### src/rtl/sxc_pkg.sv
package sxc_pkg;
  typedef enum logic [2:0] {
    ST_IDLE = 3'd0,
    ST_CLR  = 3'd1,
    ST_RD   = 3'd2,
    ST_ADD  = 3'd3,
    ST_SUB  = 3'd4,
    ST_WR   = 3'd5
  } sxc_state_e;
endpackage

### src/rtl/sxc_ctrl.sv
module sxc_ctrl
  import sxc_pkg::*;
#(
  parameter int COLS = 6,
  parameter int WIN  = 3,
  localparam int CW  = (COLS > 1) ? $clog2(COLS) : 1,
  localparam int FW  = $clog2(WIN + 1)
) (
  input  logic          clk,
  input  logic          rst_n,
  input  logic          clr_i,
  input  logic          start_i,
  output sxc_state_e    st_o,
  output logic [CW-1:0] col_o,
  output logic          sub_en_o
);

  sxc_state_e    st_q, st_n;
  logic [CW-1:0] col_q, col_n;
  logic [FW-1:0] fill_q, fill_n;
  logic          last_col;

  assign last_col = (col_q == CW'(COLS - 1));

  always_comb begin
    st_n   = st_q;
    col_n  = col_q;
    fill_n = fill_q;
    unique case (st_q)
      ST_IDLE: begin
        if (clr_i) begin
          st_n   = ST_CLR;
          col_n  = '0;
          fill_n = '0;
        end else if (start_i) begin
          st_n  = ST_RD;
          col_n = '0;
        end
      end
      ST_CLR: begin
        if (last_col) st_n = ST_IDLE;
        else          col_n = col_q + CW'(1);
      end
      ST_RD:  st_n = ST_ADD;
      ST_ADD: st_n = ST_SUB;
      ST_SUB: st_n = ST_WR;
      ST_WR: begin
        if (last_col) begin
          st_n = ST_IDLE;
          if (fill_q != FW'(WIN)) fill_n = fill_q + FW'(1);
        end else begin
          col_n = col_q + CW'(1);
          st_n  = ST_RD;
        end
      end
      default: st_n = ST_IDLE;
    endcase
  end

  always_ff @(posedge clk or negedge rst_n) begin
    if (!rst_n) begin
      st_q   <= ST_IDLE;
      col_q  <= '0;
      fill_q <= '0;
    end else begin
      st_q   <= st_n;
      col_q  <= col_n;
      fill_q <= fill_n;
    end
  end

  assign st_o     = st_q;
  assign col_o    = col_q;
  assign sub_en_o = (fill_q == FW'(WIN));

  p_fill_bound_r4: assert property (@(posedge clk) disable iff (!rst_n)
    fill_q <= FW'(WIN));

  p_start_go_r5: assert property (@(posedge clk) disable iff (!rst_n)
    (st_q == ST_IDLE && start_i && !clr_i) |=> (st_q == ST_RD && col_q == '0));

  p_clr_prio_r10: assert property (@(posedge clk) disable iff (!rst_n)
    (st_q == ST_IDLE && clr_i) |=> (st_q == ST_CLR));

  p_col_hold_r6: assert property (@(posedge clk) disable iff (!rst_n)
    (st_q == ST_RD || st_q == ST_ADD || st_q == ST_SUB) |=> $stable(col_q));

  p_rearm_r12: assert property (@(posedge clk) disable iff (!rst_n)
    (st_q == ST_CLR) |-> (fill_q == '0));

  p_col_range_r2: assert property (@(posedge clk) disable iff (!rst_n)
    col_q <= CW'(COLS - 1));

endmodule

### src/rtl/sxc_lane.sv
module sxc_lane #(
  parameter int COLS = 6,
  parameter int SW   = 8,
  parameter int ACC  = 16,
  localparam int CW  = (COLS > 1) ? $clog2(COLS) : 1
) (
  input  logic           clk,
  input  logic           rst_n,
  input  logic [CW-1:0]  addr_i,
  input  logic           re_i,
  input  logic           we_i,
  input  logic           zero_i,
  input  logic           ld_add_i,
  input  logic           ld_sub_i,
  input  logic           sub_en_i,
  input  logic           bit_new_i,
  input  logic [SW-1:0]  samp_new_i,
  input  logic           bit_old_i,
  input  logic [SW-1:0]  samp_old_i,
  output logic [ACC-1:0] q_o
);

  logic [ACC-1:0] mem [COLS];
  logic [ACC-1:0] q_q;
  logic [ACC-1:0] work_q, work_n;
  logic [ACC-1:0] wdata;
  logic [ACC-1:0] new_ext, old_ext, add_term, old_term;
  logic [ACC:0]   sum_add, sum_sub;
  logic           work_en;

  assign new_ext  = {{(ACC-SW){samp_new_i[SW-1]}}, samp_new_i};
  assign old_ext  = {{(ACC-SW){samp_old_i[SW-1]}}, samp_old_i};
  assign add_term = bit_new_i ? new_ext : (~new_ext + ACC'(1));
  assign old_term = bit_old_i ? old_ext : (~old_ext + ACC'(1));
  assign sum_add  = {q_q[ACC-1], q_q} + {add_term[ACC-1], add_term};
  assign sum_sub  = {work_q[ACC-1], work_q} - {old_term[ACC-1], old_term};

  always_comb begin
    work_n = work_q;
    if (ld_add_i)                  work_n = sum_add[ACC-1:0];
    else if (ld_sub_i && sub_en_i) work_n = sum_sub[ACC-1:0];
  end

  assign work_en = ld_add_i | (ld_sub_i & sub_en_i);

  always_ff @(posedge clk) begin
    if (work_en) work_q <= work_n;
  end

  assign wdata = zero_i ? '0 : work_q;

  always_ff @(posedge clk) begin
    if (we_i) mem[addr_i] <= wdata;
    if (re_i) q_q <= mem[addr_i];
  end

  assign q_o = q_q;

  p_no_overflow_add_r11: assert property (@(posedge clk) disable iff (!rst_n)
    ld_add_i |-> (sum_add[ACC] == sum_add[ACC-1]));

  p_no_overflow_sub_r11: assert property (@(posedge clk) disable iff (!rst_n)
    (ld_sub_i && sub_en_i) |-> (sum_sub[ACC] == sum_sub[ACC-1]));

  p_sub_hold_r4: assert property (@(posedge clk) disable iff (!rst_n)
    (ld_sub_i && !sub_en_i) |=> $stable(work_q));

endmodule

### src/rtl/sign_xcorr.sv
module sign_xcorr
  import sxc_pkg::*;
#(
  parameter int ROWS = 4,
  parameter int COLS = 6,
  parameter int WIN  = 3,
  parameter int SW   = 8,
  parameter int ACC  = 16,
  localparam int CW  = (COLS > 1) ? $clog2(COLS) : 1,
  localparam int RW  = (ROWS > 1) ? $clog2(ROWS) : 1
) (
  input  logic               clk,
  input  logic               rst_n,
  input  logic               clr_i,
  input  logic               start_i,
  input  logic [ROWS-1:0]    bit_new_i,
  input  logic [COLS*SW-1:0] samp_new_i,
  input  logic [ROWS-1:0]    bit_old_i,
  input  logic [COLS*SW-1:0] samp_old_i,
  output logic               busy_o,
  input  logic               rd_req_i,
  input  logic [RW-1:0]      rd_row_i,
  input  logic [CW-1:0]      rd_col_i,
  output logic               rd_valid_o,
  output logic [ACC-1:0]     rd_data_o
);

  logic rst_s1_q, rst_s2_q;
  always_ff @(posedge clk or negedge rst_n) begin
    if (!rst_n) begin
      rst_s1_q <= 1'b0;
      rst_s2_q <= 1'b0;
    end else begin
      rst_s1_q <= 1'b1;
      rst_s2_q <= rst_s1_q;
    end
  end

  sxc_state_e    st;
  logic [CW-1:0] col;
  logic          sub_en;

  sxc_ctrl #(.COLS(COLS), .WIN(WIN)) u_ctrl (
    .clk      (clk),
    .rst_n    (rst_s2_q),
    .clr_i    (clr_i),
    .start_i  (start_i),
    .st_o     (st),
    .col_o    (col),
    .sub_en_o (sub_en)
  );

  logic idle, accept, rd_accept;
  assign idle      = (st == ST_IDLE);
  assign accept    = idle & start_i & ~clr_i;
  assign rd_accept = idle & rd_req_i & ~start_i & ~clr_i;
  assign busy_o    = ~idle;

  logic [ROWS-1:0]    bnew_q, bold_q;
  logic [COLS*SW-1:0] rnew_q, rold_q;

  always_ff @(posedge clk) begin
    if (accept) begin
      bnew_q <= bit_new_i;
      rnew_q <= samp_new_i;
      bold_q <= bit_old_i;
      rold_q <= samp_old_i;
    end
  end

  logic [SW-1:0] snew_col, sold_col;
  assign snew_col = rnew_q[col*SW +: SW];
  assign sold_col = rold_q[col*SW +: SW];

  logic [CW-1:0] lane_addr;
  logic          lane_re, lane_we;
  assign lane_addr = idle ? rd_col_i : col;
  assign lane_re   = (st == ST_RD) | rd_accept;
  assign lane_we   = (st == ST_CLR) | (st == ST_WR);

  logic [ACC-1:0] lane_q [ROWS];

  for (genvar gr = 0; gr < ROWS; gr++) begin : g_lane
    sxc_lane #(.COLS(COLS), .SW(SW), .ACC(ACC)) u_lane (
      .clk        (clk),
      .rst_n      (rst_s2_q),
      .addr_i     (lane_addr),
      .re_i       (lane_re),
      .we_i       (lane_we),
      .zero_i     (st == ST_CLR),
      .ld_add_i   (st == ST_ADD),
      .ld_sub_i   (st == ST_SUB),
      .sub_en_i   (sub_en),
      .bit_new_i  (bnew_q[gr]),
      .samp_new_i (snew_col),
      .bit_old_i  (bold_q[gr]),
      .samp_old_i (sold_col),
      .q_o        (lane_q[gr])
    );
  end

  logic          rd_valid_q;
  logic [RW-1:0] rd_row_q;

  always_ff @(posedge clk or negedge rst_s2_q) begin
    if (!rst_s2_q) rd_valid_q <= 1'b0;
    else           rd_valid_q <= rd_accept;
  end

  always_ff @(posedge clk) begin
    if (rd_accept) rd_row_q <= rd_row_i;
  end

  assign rd_valid_o = rd_valid_q;
  assign rd_data_o  = lane_q[rd_row_q];

  p_rd_busy_r9: assert property (@(posedge clk) disable iff (!rst_s2_q)
    (rd_req_i && busy_o) |=> !rd_valid_o);

  p_cap_hold_r7: assert property (@(posedge clk) disable iff (!rst_s2_q)
    (busy_o && $past(busy_o)) |-> ($stable(bnew_q) && $stable(rnew_q)
                                   && $stable(bold_q) && $stable(rold_q)));

  p_rd_cmd_r8: assert property (@(posedge clk) disable iff (!rst_s2_q)
    (rd_req_i && (start_i || clr_i)) |=> !rd_valid_o);

endmodule

### config.mk
export PLATFORM = sky130hd
export DESIGN_NAME = sign_xcorr
export DESIGN_NICKNAME = d
export VERILOG_FILES = /design/src/rtl/sxc_pkg.sv /design/src/rtl/sxc_ctrl.sv /design/src/rtl/sxc_lane.sv /design/src/rtl/sign_xcorr.sv
export SDC_FILE = /design/constraint.sdc
export NUM_CORES = 1
export LEC_CHECK = 0
export BUFFER_PORTS_ARGS = -buffer_cell sky130_fd_sc_hd__clkbuf_2
export CAP_MARGIN = 20
export CORE_ASPECT_RATIO = 1.5
export CORE_MARGIN = 4
export CORE_UTILIZATION = 35
export DETAILED_ROUTE_END_ITERATION = 7
export PLACE_DENSITY = 0.49
export SLEW_MARGIN = 20
export SYNTH_ARGS = -nofsm -noshare
export SYNTH_HDL_FRONTEND = slang
export SYNTH_SLANG_ARGS = --single-unit
### constraint.sdc
create_clock -name clk -period 3.1 [get_ports clk]
set_input_delay 0.62 -clock clk [delete_from_list [all_inputs] [get_ports clk]]
set_output_delay 0.62 -clock clk [all_outputs]
set_load 0.03 [all_outputs]
==> summary.md, run 1 <==
| Metric | Value |
|---|---|
| Post-synth cell types | `71` |
| Commonest cells in the synthesized netlist | `edfxtp_1, nand2_1, o21ai_0` |
| Area share of xor/xnor cells in the synthesized design | `0.0401` |
| I/O pin count | `132` |
| Tcrit/Tclk final | `1.38` |
| Mean Syn Cell Area | `13.7 um^2` |
| Final setup margin | `-1160 ps` |
| Share of cells above drive strength 1 | `0.382` |
| Diode insertion count for antenna repair | `0` |
| Main combinational cell family by area after synthesis | `multiplexers` |
| Primary FF master, synth | `edfxtp_1` |
| Post-layout nets | `3122` |
| TritonCTS buffer count | `61` |
| Worst-case register-to-register setup slack | `-1160 ps` |
| First-pass GRT wire length | `142000 um` |
| Post-Synthesis Cell Area | `31300 um^2` |
| Total area of multi-input combinational cells | `13800 um^2` |
| Vias in the first global route | `22623` |
| Overall fraction of global-route tracks in use | `0.202` |
| Main area contributors after synthesis | `edfxtp_1, mux4_2, ha_1` |
| # Max-Cap Violations | `0` |
| H-tree depth | `2` |
| Adder-cell share of the synthesized area | `0.0624` |
| Worst setup timing slack at the placement stage | `-1250 ps` |
| Yosys top cell area share | `0.594` |
| Die Outline Area | `94200 um^2` |
| Area fraction in compound gates after synthesis | `0.0995` |
| Setup repair after global routing missed its margin | `yes` |
| Worst Hold Launch | `samp_new_i[14]` |
| Via count | `21295` |
| Source-to-sink clock delay at the later pin of the worst-skew pair | `680 ps` |
| Clk root buf | `clkbuf_16` |
| Clock sink total | `629` |
| Grt ovf | `0` |
| R2r worst-path depth | `17` |
| Fillers | `7990` |
| Syn-to-layout area delta | `31.7%` |
| Share of the yosys chip area belonging to registers | `0.603` |
| Die span in y | `374 um` |
| Number of nets produced by synthesis | `2542` |
| Initial core utilization | `0.352` |
| GR Util met2 | `0.362` |
| Horizontal die dimension | `252 um` |
| Final Critical Period | `4260 ps` |
| Final Instance Area | `41200 um^2` |
| Most repeated cell in the gate-level netlist after synthesis | `edfxtp_1` |
| Fraction of synthesized area in multiplexers | `0.101` |
| Count of routing violations after the opening detailed-route iteration | `1255` |
| Final hold violation count | `0` |
| Residual DRC count | `0` |
| Number of warnings issued by yosys | `0` |
| Worst reg2reg startpoint | `u_ctrl.col_o[0]` |
| Type of the worst min-delay path | `primary input to flip-flop` |
| Crit path DAT | `4660 ps` |
| Worst Hold Path Cells | `1` |
| Routed vias/inst | `5.25` |
| Slew @ Worst Pin | `886 ps` |
| Count of port buffers added during placement | `131` |
| Worst Clk Skew | `38.5 ps` |
| Busiest layer in global routing | `met2` |
| Critical setup path kind | `flip-flop to flip-flop` |
| Sink of the worst hold path | `rnew_q[14]` |
| Grt met3 use | `0.0207` |
| Outcome | `finished, violations left` |
| Maximum fanout encountered on the critical timing path | `5` |
| Max frequency | `235 MHz` |
| Critical R2R Capture | `g_lane[3].u_lane.work_q[14]` |
| Share of flip-flops with an asynchronous set or reset | `0.0175` |
| Post-synthesis simple-gate area fraction | `0.0765` |
| Met1 Resource Use GR | `0.236` |
| Cell Area, Placed | `37100 um^2` |
| Gp weighted congestion | `0.905` |
| CP Data Required Time | `3500 ps` |
| Number of max-slew violations in the final report | `0` |
| CTS tree | `built` |
| Row count | `134` |
| Antenna violations before repair | `1` |
| Final antenna-violating net count | `0` |
| Post-synthesis cell count | `2277` |
| Detail Placement HPWL | `68100 um` |
| Cell type with the largest total area after synthesis | `edfxtp_1` |
| Floorplan core area | `88900 um^2` |
| Count of flip-flops with a built-in enable after synthesis | `618` |
| Seq cells post-synth | `629` |
| Pin count of the biggest net entering global routing | `129` |
| Worst setup EP type | `flip-flop` |
| Final wirelength | `97000 um` |
| Failing checks | `negative setup slack` |
| Worst-case clock buffer depth | `3` |
| Critical Path Source Type | `flip-flop` |
| Worst rel slew slack | `0.409` |
| DR WL/cell | `23.9 um` |
| DRT Pass-1 Iters | `5` |
| Clock Pin Slew Worst Setup and Hold Paths | `70 ps` |
| Final setup violation count | `56` |
| Sequential Area | `18800 um^2` |
[layout by cell type (no fill, tap or decap), types with 35 or more instances in the layout]
cell type and n:
a21oi_1 78, clkbuf_2 131, nand2_1 178, nor2b_1 69
buf_6 60, mux4_2 95, mux2i_1 87, xor2_1 62
clkbuf_16 61, buf_12 35, edfxtp_1 618, ha_1 112
nor2_1 115, o21ai_1 44, a21oi_2 47, o21ai_0 114
o21a_1 44, xnor2_1 54, buf_4 392
[registers in the layout (all words and copies together) (netlist names)]
signal and count:
bnew_q 4, g_lane.u_lane.q_o 64, rst_s2_q 1, rst_s1_q 1, rd_valid_o 1, rnew_q 48
u_ctrl.fill_q 2, g_lane.u_lane.work_q 64, rd_row_q 2, bold_q 4, g_lane.u_lane.mem 384, u_ctrl.st_o 3
u_ctrl.col_o 3, rold_q 48
[worst max-delay path, cell delays in order, from the launching register on]
cell and delay, ps:
dfrtp_2 390, buf_12 130, mux4_2 510, or4_4 540
a21oi_4 140, and2b_4 190, nand2_4 70, ha_4 260
mux2_4 290, ha_4 300, nor2_2 40, a21oi_2 90
buf_4 140, nand4_1 170, and3_4 220, o31ai_4 250
xnor2_2 150, o21ai_1 100
[cell type report]
class / count / share of cell area
Sequential cell: 629 / 0.458
Clock buffer: 79 / 0.0395
Inverter: 29 / 0.00280
Tap cell: 1156 / 0.0351
Multi-Input combinational cell: 1517 / 0.336
Timing Repair Buffer: 619 / 0.121
Clock inverter: 31 / 0.00799
[repair_timing]
item	in CTS	in global routing
endpoints found under the hold margin	2	0
buffers inserted	43	27
hold buffers	1	0
gates resized for setup	216	132
setup endpoints to repair	58	58
pin swaps	105	111
cloned	2	0
[cells by family after synthesis]
| family | count (synthesis) |
|---|---|
| flops | 629 |
| simple gates | 515 |
| compound gates | 512 |
| mux | 195 |
| fa+ha+maj | 151 |
| xor+xnor | 143 |
| buf+inv | 131 |
| other cells | 1 |
[through the flow]
step	std cells	hold WS (ps)	utilization	setup TNS [ps]
6_report	4060	116	0.463	-42450
5_1_grt	4060	79.7	0.463	-50250
4_1_cts	4037	64.0	0.454	-42580
3_5_place_dp	3886	209	0.417	-48160
3_3_place_gp	3886	207	0.417	-46700
2_1_floorplan	2277	108	-	-190870
[worst max-delay path by stage]
stage	startpoint	slack [ps]	cells after the start	endpoint
after floorplan	u_ctrl.st_o[1]	-990	4	bnew_q[0]
after global placement	u_ctrl.col_o[0]	-1240	16	g_lane[2].u_lane.work_q[13]
after detailed placement	u_ctrl.col_o[0]	-1250	19	g_lane[2].u_lane.work_q[13]
after CTS	u_ctrl.col_o[0]	-1160	17	g_lane[3].u_lane.work_q[14]
after global routing	u_ctrl.col_o[0]	-1290	17	g_lane[3].u_lane.work_q[14]
final	u_ctrl.col_o[0]	-1160	17	g_lane[3].u_lane.work_q[14]
[metal layers]
layer  share of wire  up-vias
li1                -     9857
met1            0.39    10773
met2            0.52      483
met3           0.032      182
met4           0.064        0
met5               0        -
Power of run 1 is not shown: default switching activity piles up to over one toggle a cycle in this logic, so the estimate is an artifact.
==> run 2, diff against run 1 <==
Settings changed: PLACE_DENSITY 0.49 to default.
==> summary.md, run 2 (synthesis results as in run 1) <==
| Metric | Value |
|---|---|
| Outcome | `finished, violations left` |
| Failing checks | `negative setup slack` |
| Slew @ Worst Pin | `770 ps` |
| Crit path DAT | `4690 ps` |
| Clock sink total | `629` |
| Clk root buf | `clkbuf_16` |
| Setup repair after global routing missed its margin | `yes` |
| Die Outline Area | `94200 um^2` |
| DRT Pass-1 Iters | `5` |
| Final setup margin | `-1120 ps` |
| Tcrit/Tclk final | `1.36` |
| Number of max-slew violations in the final report | `0` |
| Worst rel slew slack | `0.487` |
| Source-to-sink clock delay at the later pin of the worst-skew pair | `650 ps` |
| DR WL/cell | `22.8 um` |
| TritonCTS buffer count | `57` |
| Sink of the worst hold path | `rnew_q[21]` |
| Final hold violation count | `0` |
| Horizontal die dimension | `252 um` |
| Count of routing violations after the opening detailed-route iteration | `1322` |
| Top library cells by usage in the layout, fill and taps aside | `edfxtp_1, buf_4, nand2_1` |
| Final antenna-violating net count | `0` |
| Final Instance Area | `40500 um^2` |
| Count of port buffers added during placement | `131` |
| Critical Path Source Type | `flip-flop` |
| Row count | `134` |
| H-tree depth | `2` |
| Final setup violation count | `56` |
| Worst reg2reg startpoint | `u_ctrl.col_o[0]` |
| Critical R2R Capture | `g_lane[0].u_lane.work_q[14]` |
| Worst setup timing slack at the placement stage | `-1250 ps` |
| Non-filler cells in the finished layout | `4020` |
| Start point of the critical path | `u_ctrl.col_o[0]` |
| Register bank with the most flops | `g_lane.u_lane.mem` |
| Worst setup EP type | `flip-flop` |
| Clock Pin Slew Worst Setup and Hold Paths | `70 ps` |
| Cell-by-cell listing of the critical path | `buf_6 > mux4_2 > or4_4 > a21oi_4 > and2b_4 > nand2_4 > ha_4 > mux2_4 > ha_4 > o21ai_4 > nor2_4 > buf_4 > a21oi_4 > o21ai_4 > a2111oi_2 > a41oi_1 > a22oi_1` |
| Routed vias/inst | `5.28` |
| Overall fraction of global-route tracks in use | `0.189` |
| Initial core utilization | `0.352` |
| Worst-case clock buffer depth | `3` |
| Final Critical Period | `4220 ps` |
| Most common library cell in the layout ignoring fill and taps | `edfxtp_1` |
| R2r worst-path depth | `17` |
| Syn-to-layout area delta | `29.5%` |
| Worst Hold Launch | `samp_new_i[21]` |
| Final cell utilization of the core | `0.456` |
| Cell Area, Placed | `36900 um^2` |
| First-pass GRT wire length | `136000 um` |
| Type of the worst min-delay path | `primary input to flip-flop` |
| # Max-Cap Violations | `0` |
| Post-Place Cells | `3869` |
| Vias in the first global route | `22343` |
| Worst Clk Skew | `25.6 ps` |
| CTS tree | `built` |
| Floorplan core area | `88900 um^2` |
| Share of cells above drive strength 1 | `0.366` |
| CP Data Required Time | `3570 ps` |
| Antenna violations before repair | `4` |
| Pin count of the biggest net entering global routing | `99` |
| Fillers | `7910` |
| Longest individual stage delay on the worst path | `540 ps` |
| I/O pin count | `132` |
| Post-layout nets | `3082` |
| Maximum fanout encountered on the critical timing path | `4` |
| Worst Hold Path Cells | `1` |
| Max frequency | `237 MHz` |
| Worst-case register-to-register setup slack | `-1120 ps` |
| Detail Placement HPWL | `64300 um` |
| Residual DRC count | `0` |
| Total area of multi-input combinational cells | `13700 um^2` |
| Max reg flops | `384` |
| Gp weighted congestion | `0.929` |
| Grt ovf | `0` |
| Final wirelength | `91500 um` |
| Critical setup path kind | `flip-flop to flip-flop` |
| Via count | `21228` |
| Slowest library cell on the worst path | `or4_4` |
| Die span in y | `374 um` |
| Sequential Area | `18800 um^2` |
run 2: final cells by class:
type                       instances  share of cell area
clock inverter                    36             0.00791
timing repair buffer             583               0.114
antenna                            1           0.0000618
tap                             1156              0.0357
sequential                       629               0.465
inverter                          29             0.00291
multi-input combinational       1517               0.337
clock buffer                      69              0.0366
run 2: metrics by stage:
stage	setup TNS, ps	hold slack [ps]
global placement	-46910	181
detailed placement	-48330	188
floorplan	-190870	108
CTS	-38560	104
global route	-46730	124
finish	-40660	146
run 2: timing repair:
| action | in CTS | in global routing |
|---|---|---|
| setup buffers | 22 | 29 |
| pin swaps | 79 | 107 |
| resized for setup | 144 | 160 |
| setup endpoints to repair | 59 | 56 |
| gates cloned | 0 | 1 |
| hold buffers | 1 | 0 |
| endpoints found under the hold margin | 2 | 0 |
run 2: how the worst max path moves through the flow:
stage,to,slack [ps]
floorplan,bnew_q[0],-990
global placement,g_lane[3].u_lane.work_q[14],-1200
detailed placement,g_lane[0].u_lane.work_q[14],-1250
CTS,g_lane[3].u_lane.work_q[15],-1060
global route,g_lane[2].u_lane.work_q[15],-1220
finish,g_lane[0].u_lane.work_q[14],-1120
run 2: critical path: cells and delay by family (launching register included):
kind	cells	cell delay (ps)
multiplexers	2	820
buffers and inverters	2	270
AND/OR/NAND/NOR	4	890
flip-flops	1	370
adder cells (fa/ha/maj)	2	530
AO/OA/AOI/OAI	7	1150
run 2: per-layer routing:
metal / global-route usage / vias to the layer above / share of wire
met4: 0.0997 / 0 / 0.060
met1: 0.223 / 10648 / 0.38
li1: - / 9792 / -
met3: 0.0192 / 194 / 0.038
met5: 0 / - / 0
met2: 0.339 / 594 / 0.52
Power of run 2 is left out for the same reason.
